`config.mk`:
```
export PLATFORM = sky130hd
export DESIGN_NAME = rx_misalign_stat
export DESIGN_NICKNAME = d
export VERILOG_FILES = /design/src/rtl/rxal_pkg.sv /design/src/rtl/rxal_frame_qual.sv /design/src/rtl/rxal_wr_merge.sv /design/src/rtl/rxal_count_reg.sv /design/src/rtl/rxal_rd_port.sv /design/src/rtl/rx_misalign_stat.sv
export SDC_FILE = /design/constraint.sdc
export NUM_CORES = 1
export LEC_CHECK = 0
export ABC_AREA = 1
export ABC_CLOCK_PERIOD_IN_PS = 2000
export BUFFER_PORTS_ARGS = -buffer_cell sky130_fd_sc_hd__buf_4
export CAP_MARGIN = 10
export CORE_MARGIN = 5
export CORE_UTILIZATION = 48
export CTS_CLUSTER_SIZE = 25
export DETAILED_ROUTE_END_ITERATION = 10
export PLACE_DENSITY = 0.76
export SLEW_MARGIN = 40
export SYNTH_ARGS = -nofsm -noshare
export SYNTH_HDL_FRONTEND = slang
export SYNTH_SLANG_ARGS = --single-unit
```
`constraint.sdc`:
```
create_clock -name clk -period 2 [get_ports clk]
set_input_delay 0 -clock clk [delete_from_list [all_inputs] [get_ports clk]]
set_output_delay 0 -clock clk [all_outputs]
set_load 0.01 [all_outputs]
```
`src/rtl/rxal_pkg.sv`:
```
package rxal_pkg;

  typedef enum logic [1:0] {
    ALIAS_STORE  = 2'b00,
    ALIAS_SET    = 2'b01,
    ALIAS_CLR    = 2'b10,
    ALIAS_TOGGLE = 2'b11
  } alias_e;

  // Result of one write action on a single byte of the count.
  function automatic logic [7:0] alias_byte(alias_e op, logic [7:0] cur, logic [7:0] dat);
    logic [7:0] res;
    case (op)
      ALIAS_STORE:  res = dat;
      ALIAS_SET:    res = cur | dat;
      ALIAS_CLR:    res = cur & ~dat;
      ALIAS_TOGGLE: res = cur ^ dat;
      default:      res = cur;
    endcase
    return res;
  endfunction

endpackage

```
`src/rtl/rxal_frame_qual.sv`:
```
module rxal_frame_qual (
  input  logic       eof,
  input  logic       fcs_bad,
  input  logic [2:0] bit_rem,
  output logic       hit
);
  logic misaligned;

  always_comb begin
    misaligned = |bit_rem;
    hit        = eof & fcs_bad & misaligned;
  end
endmodule

```
`src/rtl/rxal_wr_merge.sv`:
```
module rxal_wr_merge
  import rxal_pkg::*;
#(
  parameter int CNT_W = 16
) (
  input  logic                 wr,
  input  alias_e               op,
  input  logic [CNT_W/8-1:0]   be,
  input  logic [CNT_W-1:0]     wdata,
  input  logic [CNT_W-1:0]     cur,
  output logic                 take,
  output logic [CNT_W-1:0]     val
);
  localparam int NBYTES = CNT_W / 8;

  for (genvar b = 0; b < NBYTES; b++) begin : g_byte
    always_comb begin
      if (be[b]) begin
        val[8*b +: 8] = alias_byte(op, cur[8*b +: 8], wdata[8*b +: 8]);
      end else begin
        val[8*b +: 8] = cur[8*b +: 8];
      end
    end
  end

  always_comb begin
    take = wr & (|be);
  end
endmodule

```
`src/rtl/rxal_count_reg.sv`:
```
module rxal_count_reg #(
  parameter int CNT_W = 16
) (
  input  logic             clk,
  input  logic             rst_n,
  input  logic             wr_take,
  input  logic [CNT_W-1:0] wr_val,
  input  logic             rd_clr,
  input  logic             hit,
  output logic [CNT_W-1:0] cnt
);
  localparam logic [CNT_W-1:0] CNT_MAX = {CNT_W{1'b1}};
  localparam logic [CNT_W-1:0] CNT_ONE = CNT_W'(1);

  logic [CNT_W-1:0] cnt_q;
  logic [CNT_W-1:0] cnt_d;
  logic             cnt_en;

  // Priority: software write, then clear-on-read (keeping a coincident event), then count.
  always_comb begin
    cnt_d  = cnt_q;
    cnt_en = 1'b0;
    if (wr_take) begin
      cnt_d  = wr_val;
      cnt_en = 1'b1;
    end else if (rd_clr) begin
      cnt_d  = hit ? CNT_ONE : '0;
      cnt_en = 1'b1;
    end else if (hit && (cnt_q != CNT_MAX)) begin
      cnt_d  = cnt_q + CNT_ONE;
      cnt_en = 1'b1;
    end
  end

  always_ff @(posedge clk or negedge rst_n) begin
    if (!rst_n) begin
      cnt_q <= '0;
    end else if (cnt_en) begin
      cnt_q <= cnt_d;
    end
  end

  assign cnt = cnt_q;
endmodule

```
`src/rtl/rxal_rd_port.sv`:
```
module rxal_rd_port #(
  parameter int DATA_W = 32,
  parameter int CNT_W  = 16
) (
  input  logic              clk,
  input  logic              rst_n,
  input  logic              rd,
  input  logic [CNT_W-1:0]  cnt,
  output logic [DATA_W-1:0] rdata
);
  localparam int PAD_W = DATA_W - CNT_W;

  logic [DATA_W-1:0] rdata_q;
  logic [DATA_W-1:0] rdata_d;

  always_comb begin
    rdata_d = {{PAD_W{1'b0}}, cnt};
  end

  always_ff @(posedge clk or negedge rst_n) begin
    if (!rst_n) begin
      rdata_q <= '0;
    end else if (rd) begin
      rdata_q <= rdata_d;
    end
  end

  assign rdata = rdata_q;
endmodule

```
`src/rtl/rx_misalign_stat.sv`:
```
module rx_misalign_stat
  import rxal_pkg::*;
#(
  parameter int CNT_W  = 16,
  parameter int DATA_W = 32,
  parameter int LEN_W  = 14
) (
  input  logic              clk,
  input  logic              rst_n,
  input  logic              frm_eof,
  input  logic              frm_fcs_bad,
  input  logic [LEN_W-1:0]  frm_bits,
  input  logic              reg_rd,
  input  logic              reg_wr,
  input  logic [1:0]        reg_op,
  input  logic [DATA_W/8-1:0] reg_be,
  input  logic [DATA_W-1:0] reg_wdata,
  output logic [DATA_W-1:0] reg_rdata
);
  localparam int CNT_BYTES = CNT_W / 8;

  logic                 hit;
  logic                 wr_take;
  logic [CNT_W-1:0]     wr_val;
  logic [CNT_W-1:0]     cnt_q;
  logic                 rd_clr;
  alias_e               op_e;
  logic                 unused_hi;

  assign op_e      = alias_e'(reg_op);
  assign rd_clr    = reg_rd & (|reg_be[CNT_BYTES-1:0]);
  assign unused_hi = ^{reg_wdata[DATA_W-1:CNT_W], reg_be[DATA_W/8-1:CNT_BYTES],
                       frm_bits[LEN_W-1:3]};

  rxal_frame_qual u_qual (
    .eof     (frm_eof),
    .fcs_bad (frm_fcs_bad),
    .bit_rem (frm_bits[2:0]),
    .hit     (hit)
  );

  rxal_wr_merge #(.CNT_W(CNT_W)) u_merge (
    .wr    (reg_wr),
    .op    (op_e),
    .be    (reg_be[CNT_BYTES-1:0]),
    .wdata (reg_wdata[CNT_W-1:0]),
    .cur   (cnt_q),
    .take  (wr_take),
    .val   (wr_val)
  );

  rxal_count_reg #(.CNT_W(CNT_W)) u_cnt (
    .clk     (clk),
    .rst_n   (rst_n),
    .wr_take (wr_take),
    .wr_val  (wr_val),
    .rd_clr  (rd_clr),
    .hit     (hit),
    .cnt     (cnt_q)
  );

  rxal_rd_port #(.DATA_W(DATA_W), .CNT_W(CNT_W)) u_rd (
    .clk   (clk),
    .rst_n (rst_n),
    .rd    (reg_rd),
    .cnt   (cnt_q),
    .rdata (reg_rdata)
  );
endmodule

```
==> results.sh <==
export IMPL_run_status="finished clean"
export IMPL_nFillCells=568
export IMPL_cts_root_buffer="clkbuf_8"
export IMPL_cts_htree_levels=2
export IMPL_dp_worst_setup_slack_ns=0.230
export IMPL_cts_sinks=32
export IMPL_min_from="reg_be[0]"
export IMPL_reg2reg_from="u_cnt.cnt[1]$_DFFE_PN0P_"
export IMPL_ys_seq_area_frac=0.288
export IMPL_syn_to_final_growth_pct=17.8
export IMPL_post_route_period_util=0.904
export IMPL_post_dp_hpwl_mm=5.10
export IMPL_drtIter0Drc=133
export IMPL_syn_area_per_cell_um2=6.79
export IMPL_crit_buf_inv=0
export IMPL_grt_pass1_wl_mm=12.1
export IMPL_cts_tree="done"
export IMPL_arrival_ns=1.99
export IMPL_max_vdd_ir_drop_mv=0.480
export IMPL_fin_crit_ns=1.81
export IMPL_clk_latency_ns=0.30
export IMPL_portBuffers=44
export IMPL_tightestPinTransition_ns=0.658
export IMPL_drive_gt1_frac=0.164
export IMPL_p_leak_nw=1.73
export IMPL_worstSetupEndpointType="register"
export IMPL_postSynthCellCount=410
export IMPL_timing_hold_ws_ns=0.100
export IMPL_synth_cell_area_um2=2780
export IMPL_clock_path_buffers=2
export IMPL_ys_types=24
export IMPL_hold_path_depth=5
export IMPL_placed_cells=521
export IMPL_relSlewSlack=0.560
export IMPL_ys_seq_elements=32
export IMPL_report_final_slew_viol_count=0
export IMPL_rows=27
export IMPL_ios=90
export IMPL_worst_path_largest_cell_delay_ns=0.42
export IMPL_r2r_end="u_cnt.cnt[15]$_DFFE_PN0P_"
export IMPL_utilization=0.588
export IMPL_wl_per_cell_um=13.5
export IMPL_setup_tns_ns=0
export IMPL_hold_path_class="input pin to register"
export IMPL_via_count=2743
export IMPL_max_freq_ghz=0.553
export IMPL_p_per_area_nw_per_um2=726
export IMPL_crit_family="simple AND/OR/NAND/NOR gates"
export IMPL_layout_cells_non_filler=530
export IMPL_grt_ovfl_total=0
export IMPL_cts_buffers=5
export IMPL_fp_dieH_um=86.1
export IMPL_critPathKind="register to register"
export IMPL_viasPerCell=5.18
export IMPL_start_util=0.499
export IMPL_grt_usage=0.203
export IMPL_n_antenna_cell=0
export IMPL_nNetsFinal=548
export IMPL_grt_pass1_vias=2525
export IMPL_finClkSkew_ns=0.0112
export IMPL_path_cells="ha_1 -> nand2_1 -> nor2_4 -> nand2_2 -> o21ai_2 -> nand2_2 -> nand2_4 -> nand2_2 -> nand2_1 -> nand2_1"
export IMPL_reg2reg_slack_ns=0.19
export IMPL_rsz0062_at_grt="false"
export IMPL_synthTopCellsByArea="dfrtp_1 (29%), nand2_1 (16%), ha_1 (15%)"
export IMPL_gp_congestion=0.879
export IMPL_cp_slowest_cell="dfrtp_1"
export IMPL_synth_top_area_share=0.288
export IMPL_drc=0
export IMPL_critPathLaunchType="register"
export IMPL_rr_worst_depth=10
export IMPL_dieArea_um2=7420
export IMPL_placed_area_um2=3140
export IMPL_mostFrequentLayoutCell="nand2_1"
export IMPL_fin_area_um2=3280
export IMPL_route_antenna_remaining_nets=0
export IMPL_yosys_warnings=0
export IMPL_die_w_um=86.1
export IMPL_first_pass_iters=4
export IMPL_grt_max_degree=33
export IMPL_hold_violations=0
export IMPL_coreArea_um2=5570
export IMPL_antenna_found_initial=0
export IMPL_power_total_mw=2.38
export IMPL_cap_violations=0
export IMPL_setup_viol=0
export IMPL_most_common_layout_cells="nand2_1 (120), buf_4 (51), nor2_1 (46)"
export IMPL_worstHoldEndpoint="u_cnt.cnt[0]$_DFFE_PN0P_"
export IMPL_clkTransAtPathRegs_ns=0.07
export IMPL_critPathMaxFanout=11
export IMPL_yosysTopAreaCell="dfrtp_1"
export IMPL_routed_wl_mm=7.17
export IMPL_setup_ws_ns=0.192
export IMPL_cp_required_ns=2.18
==> worst max path at each step <==
stage | startpoint | to | slack (ns) | cells past startpoint
2_1_floorplan | u_cnt.cnt[0]$_DFFE_PN0P_ | u_cnt.cnt[10]$_DFFE_PN0P_ | 0.48 | 10
3_3_place_gp | u_cnt.cnt[1]$_DFFE_PN0P_ | u_cnt.cnt[4]$_DFFE_PN0P_ | 0.26 | 10
3_5_place_dp | u_cnt.cnt[1]$_DFFE_PN0P_ | u_cnt.cnt[15]$_DFFE_PN0P_ | 0.23 | 10
4_1_cts | u_cnt.cnt[1]$_DFFE_PN0P_ | u_cnt.cnt[15]$_DFFE_PN0P_ | 0.20 | 10
5_1_grt | u_cnt.cnt[1]$_DFFE_PN0P_ | u_cnt.cnt[15]$_DFFE_PN0P_ | 0.01 | 10
6_report | u_cnt.cnt[1]$_DFFE_PN0P_ | u_cnt.cnt[15]$_DFFE_PN0P_ | 0.19 | 10
==> cells by family (layout without fill, tap and decap cells) <==
logic type | count (synthesis) | in the layout | synth area share
other | 1 | 16 | 0.00135
AND/OR/NAND/NOR | 213 | 213 | 0.317
buffers and inverters | 68 | 101 | 0.117
adder cells (fa/ha/maj) | 33 | 33 | 0.148
AO/OA/AOI/OAI | 63 | 63 | 0.129
flip-flops | 32 | 32 | 0.288
==> worst min-delay path, cell delays in order <==
cell and delay [ns]:
buf_4 0.11, nand3_1 0.08, nand2_1 0.07, nand2_1 0.06
nand2_1 0.06
==> report_power, final <==
group	total (mW)	internal [mW]	leakage [nW]	switching, mW
Clock	0.709	0.440	0.0645	0.269
Sequential	0.901	0.767	0.401	0.134
Combinational	0.768	0.323	1.26	0.445
Total	2.38	1.53	1.73	0.848
==> registers in the layout, summed over array words and instances (netlist names) <==
register,flops
u_rd.rdata,16
u_cnt.cnt,16
==> cells in the mapped netlist (all sizes together) <==
cell type and count:
o21ai 27, clkbuf 8, o211ai 14, ha 33
nor3 1, or2 1, nand3 35, conb 1
nor2 49, dfrtp 32, nand2 125, a21oi 22
nand4 2, inv 41, buf 19
==> repair_timing <==
| action | in CTS | in global routing |
|---|---|---|
| endpoints found under the hold margin | 32 | 0 |
| setup buffers | 0 | 0 |
| resized for setup | 0 | 0 |
| setup endpoints to repair | 0 | 0 |
| hold buffers | 1 | 0 |
==> layer usage <==
metal	GRT usage	share of wire	vias up
met5	0	0	-
met4	0.0705	0.019	0
met3	0.0355	0.044	12
met2	0.357	0.51	59
li1	-	-	1383
met1	0.249	0.43	1289
==> area by class of cell <==
type / instances / area, um2 / share of cell area
Tap cell: 72 / 90.1 / 0.0275
Timing Repair Buffer: 52 / 393 / 0.120
Multi-Input combinational cell: 325 / 1710 / 0.523
Inverter: 41 / 154 / 0.0470
Sequential cell: 32 / 801 / 0.244
Clock buffer: 7 / 96.3 / 0.0294
Clock inverter: 1 / 30.0 / 0.00916
Power figures use the tool's default switching activity.
